===== config.mk =====
export PLATFORM = sky130hd
export DESIGN_NAME = sync_tx_dbuf
export DESIGN_NICKNAME = d
export VERILOG_FILES = /design/src/rtl/sctx_pkg.sv /design/src/rtl/sctx_hold.sv /design/src/rtl/sctx_shift.sv /design/src/rtl/sctx_ctrl.sv /design/src/rtl/sync_tx_dbuf.sv
export SDC_FILE = /design/constraint.sdc
export NUM_CORES = 1
export LEC_CHECK = 0
export BUFFER_PORTS_ARGS = -buffer_cell sky130_fd_sc_hd__buf_2
export CORE_ASPECT_RATIO = 1.4
export CORE_MARGIN = 2
export CORE_UTILIZATION = 55
export DETAILED_ROUTE_END_ITERATION = 8
export PLACE_DENSITY = 0.9
export SYNTH_ARGS = -nofsm -noshare
export SYNTH_HDL_FRONTEND = slang
export SYNTH_HIERARCHICAL = 1
export SYNTH_SLANG_ARGS = --single-unit

===== constraint.sdc =====
create_clock -name clk_i -period 3.2 [get_ports clk_i]
set_input_delay 0.16 -clock clk_i [delete_from_list [all_inputs] [get_ports clk_i]]
set_output_delay 0.16 -clock clk_i [all_outputs]
set_load 0.02 [all_outputs]

===== src/rtl/sctx_pkg.sv =====
package sctx_pkg;
  typedef enum logic [1:0] {SRC_NONE, SRC_HOLD, SRC_SYNC} src_e;

  // length code: 0->base, 1->base+1, 2/3->base+2
  function automatic int unsigned len_of(input logic [1:0] sel, input logic ext,
                                         input int unsigned base, input int unsigned ext_add);
    int unsigned l;
    l = base + ((sel > 2'd2) ? 2 : int'(sel));
    if (ext) l = l + ext_add;
    return l;
  endfunction
endpackage


===== src/rtl/sctx_hold.sv =====
module sctx_hold #(
  parameter int unsigned W = 12
) (
  input  logic         clk_i,
  input  logic         rst_ni,
  input  logic         wr_en_i,
  input  logic [W-1:0] wr_data_i,
  input  logic         take_i,
  output logic [W-1:0] data_o,
  output logic         valid_o
);
  always_ff @(posedge clk_i or negedge rst_ni) begin
    if (!rst_ni) begin
      data_o  <= '0;
      valid_o <= 1'b0;
    end else if (wr_en_i) begin
      data_o  <= wr_data_i;
      valid_o <= 1'b1;
    end else if (take_i) begin
      valid_o <= 1'b0;
    end
  end
endmodule


===== src/rtl/sctx_shift.sv =====
module sctx_shift #(
  parameter int unsigned W     = 12,
  parameter int unsigned CNT_W = 4
) (
  input  logic             clk_i,
  input  logic             rst_ni,
  input  logic             stb_i,
  input  logic             ld_i,
  input  logic [W-1:0]     ld_data_i,
  input  logic [CNT_W-1:0] ld_len_i,
  output logic             txd_o,
  output logic [CNT_W-1:0] cnt_o,
  output logic             busy_o
);
  logic [W-1:0] sh_q;
  logic [W-1:0] mask;

  // keep only the bits inside the selected length
  for (genvar i = 0; i < W; i++) begin : g_mask
    assign mask[i] = (CNT_W'(i) < ld_len_i);
  end

  always_ff @(posedge clk_i or negedge rst_ni) begin
    if (!rst_ni) begin
      sh_q   <= '0;
      cnt_o  <= '0;
      txd_o  <= 1'b1;
      busy_o <= 1'b0;
    end else if (stb_i) begin
      if (ld_i) begin
        txd_o  <= ld_data_i[0];
        sh_q   <= (ld_data_i & mask) >> 1;
        cnt_o  <= ld_len_i - CNT_W'(1);
        busy_o <= 1'b1;
      end else if (cnt_o != '0) begin
        txd_o  <= sh_q[0];
        sh_q   <= sh_q >> 1;
        cnt_o  <= cnt_o - CNT_W'(1);
      end else begin
        txd_o  <= 1'b1;
        busy_o <= 1'b0;
      end
    end
  end
endmodule


===== src/rtl/sctx_ctrl.sv =====
module sctx_ctrl
  import sctx_pkg::*;
#(
  parameter int unsigned CNT_W    = 4,
  parameter int unsigned BASE_LEN = 6,
  parameter int unsigned EXT_ADD  = 4
) (
  input  logic             clk_i,
  input  logic             rst_ni,
  input  logic             stb_i,
  input  logic [CNT_W-1:0] cnt_i,
  input  logic             busy_i,
  input  logic             hold_valid_i,
  input  logic             wr_en_i,
  input  logic             cts_i,
  input  logic             idle_en_i,
  input  logic [1:0]       len_sel_i,
  input  logic             ext_len_i,
  input  logic             done_ie_i,
  output src_e             src_o,
  output logic [CNT_W-1:0] len_o,
  output logic             done_o,
  output logic             irq_o,
  output logic             rts_o
);
  logic at_boundary;

  assign at_boundary = stb_i && (cnt_i == '0) && cts_i;

  always_comb begin
    src_o = SRC_NONE;
    if (at_boundary) begin
      if (hold_valid_i)   src_o = SRC_HOLD;
      else if (idle_en_i) src_o = SRC_SYNC;
    end
  end

  assign len_o = CNT_W'(len_of(len_sel_i, ext_len_i, BASE_LEN, EXT_ADD));

  // host write wins over a simultaneous start
  always_ff @(posedge clk_i or negedge rst_ni) begin
    if (!rst_ni)                done_o <= 1'b0;
    else if (wr_en_i)           done_o <= 1'b0;
    else if (src_o == SRC_HOLD) done_o <= 1'b1;
  end

  assign irq_o = done_o & done_ie_i;
  assign rts_o = hold_valid_i | idle_en_i | busy_i;
endmodule


===== src/rtl/sync_tx_dbuf.sv =====
module sync_tx_dbuf
  import sctx_pkg::*;
#(
  parameter int unsigned MAX_W    = 12,
  parameter int unsigned BASE_LEN = 6,
  parameter int unsigned EXT_ADD  = 4
) (
  input  logic             clk_i,
  input  logic             rst_ni,
  input  logic             wr_en_i,
  input  logic [MAX_W-1:0] wr_data_i,
  input  logic [MAX_W-1:0] sync_pat_i,
  input  logic [1:0]       len_sel_i,
  input  logic             ext_len_i,
  input  logic             idle_en_i,
  input  logic             cts_i,
  input  logic             bit_stb_i,
  input  logic             done_ie_i,
  output logic             txd_o,
  output logic             rts_o,
  output logic             done_o,
  output logic             irq_o
);
  localparam int unsigned CNT_W = $clog2(MAX_W + 1);

  src_e             src;
  logic [CNT_W-1:0] len;
  logic [CNT_W-1:0] cnt;
  logic             busy;
  logic             hold_valid;
  logic [MAX_W-1:0] hold_data;
  logic [MAX_W-1:0] ld_data;
  logic             take;
  logic             ld;

  assign take    = (src == SRC_HOLD);
  assign ld      = (src != SRC_NONE);
  assign ld_data = take ? hold_data : sync_pat_i;

  sctx_hold #(.W(MAX_W)) u_hold (
    .clk_i     (clk_i),
    .rst_ni    (rst_ni),
    .wr_en_i   (wr_en_i),
    .wr_data_i (wr_data_i),
    .take_i    (take),
    .data_o    (hold_data),
    .valid_o   (hold_valid)
  );

  sctx_shift #(.W(MAX_W), .CNT_W(CNT_W)) u_shift (
    .clk_i     (clk_i),
    .rst_ni    (rst_ni),
    .stb_i     (bit_stb_i),
    .ld_i      (ld),
    .ld_data_i (ld_data),
    .ld_len_i  (len),
    .txd_o     (txd_o),
    .cnt_o     (cnt),
    .busy_o    (busy)
  );

  sctx_ctrl #(.CNT_W(CNT_W), .BASE_LEN(BASE_LEN), .EXT_ADD(EXT_ADD)) u_ctrl (
    .clk_i        (clk_i),
    .rst_ni       (rst_ni),
    .stb_i        (bit_stb_i),
    .cnt_i        (cnt),
    .busy_i       (busy),
    .hold_valid_i (hold_valid),
    .wr_en_i      (wr_en_i),
    .cts_i        (cts_i),
    .idle_en_i    (idle_en_i),
    .len_sel_i    (len_sel_i),
    .ext_len_i    (ext_len_i),
    .done_ie_i    (done_ie_i),
    .src_o        (src),
    .len_o        (len),
    .done_o       (done_o),
    .irq_o        (irq_o),
    .rts_o        (rts_o)
  );
endmodule


==> flow_metrics.env, run 1 <==
export IMPL_status="complete, no violations"
export IMPL_core_mm2=0.00335
export IMPL_h_tree_depth=2
export IMPL_cts_sinks=31
export IMPL_cts_hold_buf=1
export IMPL_via_count=1424
export IMPL_final_cells=248
export IMPL_fin_crit_ps=2660
export IMPL_synth_warnings=6
export IMPL_drive_gt1_share_pct=40.4
export IMPL_nets=247
export IMPL_cp_start_kind="flip-flop"
export IMPL_cts_root_buf="clkbuf_8"
export IMPL_async_flop_share_pct=100
export IMPL_hpwl_um=2890
export IMPL_cts_resized=0
export IMPL_first_pass_iters=4
export IMPL_synth_area_per_cell_um2=11.1
export IMPL_die_area_mm2=0.00395
export IMPL_cpMostUsedCell="mux2_2"
export IMPL_cp_cell_sequence="nand4bb_1, nor4b_1, nor2b_4, mux2_2, o2111ai_1, o21ai_0, mux2_2"
export IMPL_syn_inst=171
export IMPL_ys_ff_latch=31
export IMPL_die_y_um=73.6
export IMPL_cts_setup_buffers=0
export IMPL_rsz0062_at_grt="false"
export IMPL_yosys_area_top_type="dfrtp_1"
export IMPL_min_path_type="in2reg"
export IMPL_critPathRequiredTime_ps=3370
export IMPL_cts_max_path_buffers=2
export IMPL_grt_overflow_total=0
export IMPL_crit_slowest_cell="nor2b_4"
export IMPL_numCtsBuffers=5
export IMPL_gp_congestion=0.827
export IMPL_track_usage_pct=23.4
export IMPL_setup_viol=0
export IMPL_grt_pass1_vias=1414
export IMPL_hold_viol=0
export IMPL_vias_per_cell=5.74
export IMPL_slew_violations=0
export IMPL_area_growth_pct=15.8
export IMPL_tritoncts="done"
export IMPL_fin_setup_tns_ps=0
export IMPL_stdcell_area_mm2=0.00220
export IMPL_yosys_top_cells_count="dfrtp_1 (30), mux2_4 (18), inv_1 (16)"
export IMPL_drc=0
export IMPL_leakagePower_nw=1.02
export IMPL_dp_slack_ps=528
export IMPL_top_level_ports=38
export IMPL_holdPathStages=2
export IMPL_tightest_slew_ps=721
export IMPL_crit_cells=7
export IMPL_place_port_buffers=37
export IMPL_row_count=25
export IMPL_reg2reg_depth=7
export IMPL_critPathBufInv=0
export IMPL_skew_ps=7.52
export IMPL_whs_ps=98.3
export IMPL_grt_max_degree=32
export IMPL_critPathMaxStageDelay_ps=520
export IMPL_grt_pass1_wl_um=6640
export IMPL_totalWireLength_um=3990
export IMPL_drt_initial_drc_count=52
export IMPL_die_x_um=53.7
export IMPL_layout_setup_ws_ps=545
export IMPL_dp_cells=239
export IMPL_fmax_mhz=377
export IMPL_cap_violations=0
export IMPL_synth_top_area_share_pct=39.4
export IMPL_worst_path_max_fanout=13
export IMPL_synth_ff_type="dfrtp_1"
export IMPL_initial_core_util_pct=56.9
export IMPL_antenna_cells=0
export IMPL_fin_crit_sh_pct=83.0
export IMPL_synthesis_nets=211
export IMPL_power_density_mw_per_mm2=582
export IMPL_place_area_mm2=0.00208
export IMPL_endpoint_kind="flip-flop"
export IMPL_synth_distinct_cells=45
export IMPL_crit_arrival_ps=2820
export IMPL_synth_most_common_cell="dfrtp_1"
export IMPL_synth_edf_count=0
export IMPL_synth_area_mm2=0.00190
export IMPL_grt_antenna_before_repair=0
export IMPL_crit_family="simple AND/OR/NAND/NOR gates"
export IMPL_ys_seq_area_share_pct=40.8
export IMPL_synth_area_leaders="dfrtp_1 (39%), mux2_4 (14%), mux2_2 (5.9%)"
export IMPL_critPathKind="reg2reg"
export IMPL_slew_headroom_pct=51.9
export IMPL_antenna_left=0
export IMPL_clkLatencyLatePin_ps=290
export IMPL_peakVddDrop_uv=389
export IMPL_wire_per_inst_um=16.1
export IMPL_clkTransAtPathRegs_ps=70
[power by group]
part	internal [W]	switching [W]	leakage [nW]
Sequential	0.000485	0.0000752	0.362
Clock	0.000252	0.000149	0.0612
Combinational	0.000173	0.000149	0.595
Total	0.000910	0.000373	1.02
[worst reg2reg max path: stages (launching register included)]
cell	delay, ps
dfrtp_1	440
nand4bb_1	300
nor4b_1	400
nor2b_4	520
mux2_2	400
o2111ai_1	90
o21ai_0	110
mux2_2	280
[final timing paths]
kind | start | endpoint | slack, ps
max | u_shift/cnt_o[2] | u_shift/sh_q[9] | 540
max reg2reg | u_shift/cnt_o[2] | u_shift/sh_q[9] | 540
max in group asynchronous | rst_ni | u_hold/data_o[4] | 2260
min reg2reg | u_shift/txd_o | u_shift/txd_o | 470
min | wr_data_i[0] | u_hold/data_o[0] | 100
min in group asynchronous | rst_ni | u_hold/valid_o | 470
[placed cells by master, fill, tap and decap left out, drive strengths merged, types with 3 or more instances in the layout]
master	synthesis	routed
inv	16	16
buf	6	39
mux2	28	28
clkbuf	5	6
nor2b	3	3
ha	6	6
a21oi	10	10
nand2	11	11
o211ai	4	4
dfrtp	30	30
nor2	3	3
a31oi	6	6
nand2b	3	3
o21ai	4	4
[layer usage]
layer / track usage, % / wire (um) / vias to the layer above / part of all wire, %
li1: - / - / 692 / -
met1: 29.1 / 1580 / 688 / 40
met2: 37.9 / 2170 / 35 / 54
met3: 4.67 / 153 / 9 / 3.8
met4: 11.1 / 90 / 0 / 2.3
met5: 0 / 0 / - / 0
[cells by family after synthesis]
| logic type | count (synthesis) | synth area share (%) |
|---|---|---|
| AND/OR/NAND/NOR | 38 | 12.1 |
| AO/OA/AOI/OAI | 37 | 13.9 |
| flip-flops | 31 | 40.8 |
| multiplexers | 30 | 21.2 |
| buffers and inverters | 27 | 7.17 |
| adder cells (fa/ha/maj) | 6 | 3.94 |
| XOR/XNOR | 2 | 0.921 |
[through the flow]
step	util, %	power [W]
after floorplan	-	0.000792
after global placement	62.1	0.000864
after detailed placement	62.1	0.000883
after CTS	65.9	0.00129
after global routing	65.9	0.00135
final	65.9	0.00128
[state kept, by name, summed over array words and instances (netlist names)]
signal / count
u_ctrl/done_o: 1
u_hold/data_o: 12
u_hold/valid_o: 1
u_shift/busy_o: 1
u_shift/cnt_o: 4
u_shift/sh_q: 11
u_shift/txd_o: 1
[cell type report]
cell class                 instances  area, um^2
fill                             251        1140
clock inverter                     2        35.0
timing repair buffer              40         210
multi-input combinational        113         990
sequential                        31         777
clock buffer                       6        82.6
tap                               40        50.0
inverter                          16        60.1
No activity file was read; power rests on OpenSTA's default activity.
==> run 2: changes to the inputs <==
==> constraint.sdc (replaced) <==
create_clock -name clk_i -period 2.49 [get_ports clk_i]
set_input_delay 0.1245 -clock clk_i [delete_from_list [all_inputs] [get_ports clk_i]]
set_output_delay 0.1245 -clock clk_i [all_outputs]
set_load 0.02 [all_outputs]
==> run 2 against run 1 <==
Net effect:
- combinational power increased by 37%
- design area increased by 2.2%
- critical path type unchanged
- sequential share of layout area decreased by 0.76 points
- worst setup slack got worse by 380 ps
- flip-flop and latch count unchanged
- hold slack got worse by 31 ps
- highest routed layer unchanged
- cell count increased by 3.2%
- total power increased by 24%
- sequential power increased by 27%
- critical path depth decreased by 1
==> flow_metrics.env, run 2 (synthesis gave the netlist of run 1 again) <==
export IMPL_r2r_slack_ps=170
export IMPL_worst_path_max_fanout=10
export IMPL_final_common_cell="buf_2"
export IMPL_area_growth_pct=18.4
export IMPL_use_met3_pct=5.08
export IMPL_antenna_cells=0
export IMPL_totalWireLength_um=4020
export IMPL_setup_viol=0
export IMPL_cp_start_kind="flip-flop"
export IMPL_track_usage_pct=24.1
export IMPL_largestRegisters="u_hold/data_o: 12 flops, u_shift/sh_q: 11 flops, u_shift/cnt_o: 4 flops"
export IMPL_crit_family="simple AND/OR/NAND/NOR gates"
export IMPL_rsz0062_at_grt="false"
export IMPL_critPathRequiredTime_ps=2650
export IMPL_power_frac_clock_pct=27.2
export IMPL_core_mm2=0.00335
export IMPL_critPathBufInv=0
export IMPL_clkTransAtPathRegs_ps=60
export IMPL_cts_sinks=31
export IMPL_wire_per_inst_um=15.7
export IMPL_initial_core_util_pct=56.9
export IMPL_slew_violations=0
export IMPL_fin_crit_ps=2320
export IMPL_place_port_buffers=37
export IMPL_nets=255
export IMPL_combPwrFrac_pct=27.9
export IMPL_tightest_slew_ps=685
export IMPL_endpoint_kind="flip-flop"
export IMPL_min_path_type="in2reg"
export IMPL_h_tree_depth=2
export IMPL_min_delay_start="wr_data_i[0]"
export IMPL_vias_per_cell=5.67
export IMPL_grt_pass1_vias=1469
export IMPL_gp_congestion=0.863
export IMPL_fin_crit_sh_pct=93.2
export IMPL_cp_cell_sequence="nand4bb_1, nor4b_2, or2_2, or4b_1, a21oi_1, a31oi_1"
export IMPL_leakagePower_nw=1.05
export IMPL_busiest_layer="met2"
export IMPL_holdPathStages=2
export IMPL_crit_arrival_ps=2480
export IMPL_hpwl_um=2870
export IMPL_drive_gt1_share_pct=42.6
export IMPL_status="complete, no violations"
export IMPL_peakVddDrop_uv=444
export IMPL_die_y_um=73.6
export IMPL_grt_overflow_total=0
export IMPL_die_x_um=53.7
export IMPL_grt_antenna_before_repair=0
export IMPL_grt_pass1_wl_um=6770
export IMPL_use_met2_pct=39.7
export IMPL_r2r_start="u_shift/cnt_o[3]"
export IMPL_critPathKind="reg2reg"
export IMPL_regMostFlops="u_hold/data_o"
export IMPL_slew_headroom_pct=54.3
export IMPL_die_area_mm2=0.00395
export IMPL_worstHoldEndpoint="u_hold/data_o[0]"
export IMPL_cts_max_path_buffers=2
export IMPL_largest_reg_flops=12
export IMPL_internal_power_w=0.00112
export IMPL_drc=0
export IMPL_drt_initial_drc_count=40
export IMPL_switching_share_pct=29.7
export IMPL_n_fill_cell=254
export IMPL_via_count=1452
export IMPL_power_density_mw_per_mm2=705
export IMPL_pwr_share_seq_pct=44.9
export IMPL_crit_slowest_cell="or4b_1"
export IMPL_use_met1_pct=28.6
export IMPL_r2r_end="u_shift/sh_q[3]"
export IMPL_final_core_util_pct=67.3
export IMPL_numCtsBuffers=5
export IMPL_cts_root_buf="clkbuf_8"
export IMPL_row_count=25
export IMPL_skew_ps=6.92
export IMPL_clkLatencyLatePin_ps=280
export IMPL_fin_setup_tns_ps=0
export IMPL_cap_violations=0
export IMPL_critPathMaxStageDelay_ps=750
export IMPL_reg2reg_depth=6
export IMPL_grt_max_degree=32
export IMPL_antenna_left=0
export IMPL_final_cell_mix="buf_2 (37), dfrtp_1 (30), mux2_4 (18)"
export IMPL_top_level_ports=38
export IMPL_tritoncts="done"
export IMPL_fmax_mhz=431
export IMPL_first_pass_iters=4
export IMPL_p_sw_w=0.000472
export IMPL_hold_viol=0
==> run 2: cell count changes in the layout (fill, tap and decap cells not counted), sizes merged <==
cell    before  now
clkbuf       6    8
clkinv       1    0
buf         39   47
bufinv       1    0
==> run 2: per-layer routing <==
| layer | share of wire (%) | wire length (um) |
|---|---|---|
| met5 | 0 | 0 |
| met4 | 2.6 | 104 |
| met3 | 4.6 | 183 |
| met2 | 54 | 2150 |
| met1 | 39 | 1580 |
==> run 2: cell type report <==
type / instances / area, um^2 / share of cell area, %
flip-flops and latches: 31 / 777 / 34.5
repair buffers: 48 / 270 / 12.0
inverters: 16 / 60.1 / 2.67
clock buffers: 8 / 100 / 4.44
multi-input cells: 113 / 996 / 44.2
well taps: 40 / 50.0 / 2.22
==> run 2: repair_timing <==
item                                    in CTS  in global routing
hold endpoints to repair                    30                  0
hold buffers                                 1                  0
endpoints found under the setup margin       0                  6
setup buffers                                0                  2
resized for setup                            0                  1
==> run 2: how the worst max path moves through the flow <==
stage                startpoint  depth (start not counted)  slack, ps               end
2_1_floorplan  u_shift/cnt_o[2]                          8         90   u_shift/sh_q[7]
3_3_place_gp   u_shift/cnt_o[3]                          8        190   u_shift/sh_q[4]
3_5_place_dp   u_shift/cnt_o[3]                          8         60   u_shift/sh_q[5]
4_1_cts        u_shift/cnt_o[3]                          8         40   u_shift/sh_q[5]
5_1_grt        u_shift/cnt_o[3]                          6         20  u_shift/cnt_o[0]
6_report       u_shift/cnt_o[3]                          6        170   u_shift/sh_q[3]
==> run 2: per-stage QoR <==
| step | hold slack (ps) | total power [W] | setup WS (ps) | instances | area (um^2) |
|---|---|---|---|---|---|
| floorplan | -171 | 0.00102 | 90.0 | 171 | 1900 |
| global placement | 198 | 0.00114 | 189 | 245 | 2120 |
| detailed placement | 201 | 0.00116 | 58.9 | 245 | 2120 |
| CTS | 60.2 | 0.00160 | 45.0 | 254 | 2230 |
| global route | 68.1 | 0.00169 | 20.6 | 256 | 2250 |
| finish | 67.0 | 0.00159 | 168 | 256 | 2250 |
==> run 2: power groups by stage <==
stage / registers, W / clock network, W / logic (W)
4_1_cts: 0.000713 / 0.000445 / 0.000442
5_1_grt: 0.000734 / 0.000462 / 0.000494
2_1_floorplan: 0.000706 / 0 / 0.000312
6_report: 0.000713 / 0.000433 / 0.000443
3_5_place_dp: 0.000719 / 0 / 0.000439
3_3_place_gp: 0.000713 / 0 / 0.000424
==> run 3: changes to the inputs <==
--- a/config.mk
+++ b/config.mk
@@ -10,7 +10,7 @@
 export CORE_MARGIN = 2
 export CORE_UTILIZATION = 55
 export DETAILED_ROUTE_END_ITERATION = 8
-export PLACE_DENSITY = 0.9
+export PLACE_DENSITY = 0.8
 export SYNTH_ARGS = -nofsm -noshare
 export SYNTH_HDL_FRONTEND = slang
 export SYNTH_HIERARCHICAL = 1
==> run 3 against run 2 <==
Net effect:
- design area is 1.8% lower
- sequential power is 2% lower
- combinational power is 9.0% higher
- cell count is 1.2% lower
- largest power group unchanged
- highest routed layer unchanged
==> flow_metrics.env, run 3 (synthesis gave the netlist of run 1 again) <==
export IMPL_power_density_mw_per_mm2=691
export IMPL_place_port_buffers=37
export IMPL_slew_headroom_pct=54.4
export IMPL_grt_pass1_vias=1573
export IMPL_leakagePower_nw=1.03
export IMPL_cp_start_kind="flip-flop"
export IMPL_nets=254
export IMPL_clkTransAtPathRegs_ps=60
export IMPL_totalWireLength_um=4040
export IMPL_crit_family="simple AND/OR/NAND/NOR gates"
export IMPL_cts_sinks=31
export IMPL_n_fill_cell=292
export IMPL_crit_path_end="u_shift/sh_q[9]"
export IMPL_r2r_end="u_shift/sh_q[9]"
export IMPL_tritoncts="done"
export IMPL_r2r_slack_ps=150
export IMPL_fin_crit_ps=2340
export IMPL_grt_max_degree=32
export IMPL_critPathRequiredTime_ps=2650
export IMPL_hpwl_um=2960
export IMPL_status="complete, no violations"
export IMPL_gp_congestion=0.845
export IMPL_final_cells=253
export IMPL_drt_initial_drc_count=24
export IMPL_first_pass_iters=4
export IMPL_via_count=1447
export IMPL_cts_root_buf="clkbuf_8"
export IMPL_die_area_mm2=0.00395
export IMPL_crit_slowest_cell="nor2b_4"
export IMPL_initial_core_util_pct=56.9
export IMPL_crit_cells=7
export IMPL_skew_ps=1.33
export IMPL_final_common_cell="buf_2"
export IMPL_worst_path_max_fanout=8
export IMPL_whs_ps=73.5
export IMPL_total_power_w=0.00153
export IMPL_grt_pass1_wl_um=6870
export IMPL_core_mm2=0.00335
export IMPL_largestRegisters="u_hold/data_o: 12 flops, u_shift/sh_q: 11 flops, u_shift/cnt_o: 4 flops"
export IMPL_critPathLaunch="u_shift/cnt_o[2]"
export IMPL_critPathBufInv=0
export IMPL_hold_viol=0
export IMPL_slew_violations=0
export IMPL_numCtsBuffers=5
export IMPL_drive_gt1_share_pct=41.3
export IMPL_fin_crit_sh_pct=94.0
export IMPL_final_cell_mix="buf_2 (37), dfrtp_1 (30), mux2_4 (18)"
export IMPL_wire_per_inst_um=16.0
export IMPL_fin_setup_tns_ps=0
export IMPL_grt_antenna_before_repair=0
export IMPL_tightest_slew_ps=683
export IMPL_clkLatencyLatePin_ps=280
export IMPL_endpoint_kind="flip-flop"
export IMPL_rsz0062_at_grt="false"
export IMPL_regMostFlops="u_hold/data_o"
export IMPL_track_usage_pct=24.2
export IMPL_h_tree_depth=2
export IMPL_fmax_mhz=427
export IMPL_min_path_type="in2reg"
export IMPL_cts_max_path_buffers=2
export IMPL_r2r_start="u_shift/cnt_o[2]"
export IMPL_antenna_left=0
export IMPL_vias_per_cell=5.72
export IMPL_crit_arrival_ps=2500
export IMPL_largest_reg_flops=12
export IMPL_cp_cell_sequence="nand4bb_1, nor4b_1, nor2b_4, mux2_2, o2111ai_1, o21ai_0, mux2_2"
export IMPL_row_count=25
export IMPL_cpMostUsedCell="mux2_2"
export IMPL_critPathKind="reg2reg"
export IMPL_critPathMaxStageDelay_ps=400
export IMPL_die_y_um=73.6
export IMPL_antenna_cells=0
export IMPL_dp_cells=246
export IMPL_grt_overflow_total=0
export IMPL_cap_violations=0
export IMPL_drc=0
export IMPL_peakVddDrop_uv=457
export IMPL_top_level_ports=38
export IMPL_die_x_um=53.7
export IMPL_setup_viol=0
export IMPL_reg2reg_depth=7
export IMPL_area_growth_pct=16.2
export IMPL_final_core_util_pct=66.1
==> run 3: cell count changes in the layout (fill, tap and decap cells not counted) <==
| cell | change |
|---|---|
| nor4b_1 | +1 |
| clkbuf_8 | -2 |
| buf_4 | -1 |
| nor4b_2 | -1 |
==> run 3: power by group <==
group / switching [W] / internal [W]
Combinational: 0.000232 / 0.000251
Sequential: 0.0000716 / 0.000625
Clock: 0.000163 / 0.000186
==> run 3: worst min-delay path by stage <==
stage                 startpoint                to  slack, ps  depth (start not counted)
global placement          rst_ni    u_shift/busy_o        200                          1
finish              wr_data_i[0]  u_hold/data_o[0]         70                          2
CTS                 wr_data_i[5]  u_hold/data_o[5]         70                          2
floorplan                 rst_ni     u_ctrl/done_o       -170                          0
global route        wr_data_i[0]  u_hold/data_o[0]         70                          2
detailed placement        rst_ni     u_ctrl/done_o        200                          1
==> run 3: layout make-up <==
type	count	area, um^2	share of cell area [%]
Timing Repair Buffer	47	263	11.9
Sequential cell	31	777	35.1
Clock buffer	6	72.6	3.28
Inverter	16	60.1	2.71
Tap cell	40	50.0	2.26
Multi-Input combinational cell	113	990	44.7
==> run 3: what timing repair did <==
item,4_1_cts,5_1_grt
hold buffers,1,0
endpoints found under the hold margin,30,0
endpoints found under the setup margin,0,0
gates resized for setup,0,0
setup buffers,0,0
==> run 3: per-stage QoR <==
step / instance area [um^2] / setup slack [ps]
after global routing: 2210 / 12.4
after detailed placement: 2130 / 150
after floorplan: 1900 / 90.0
after CTS: 2210 / 146
after global placement: 2130 / 243
final: 2210 / 150
==> run 3: per-layer routing <==
layer	vias up	wire length, um	part of all wire (%)	track usage (%)
li1	697	-	-	-
met1	704	1520	38	25.8
met2	39	2250	56	43.4
met3	7	194	4.8	5.08
met4	0	72	1.8	11.7
met5	-	0	0	0
==> run 3: worst reg2reg max path, delay by kind of cell (launching register included) <==
family / cells / cell delay, ps
AO/OA/AOI/OAI: 2 / 210
flip-flops: 1 / 380
multiplexers: 2 / 660
AND/OR/NAND/NOR: 3 / 970
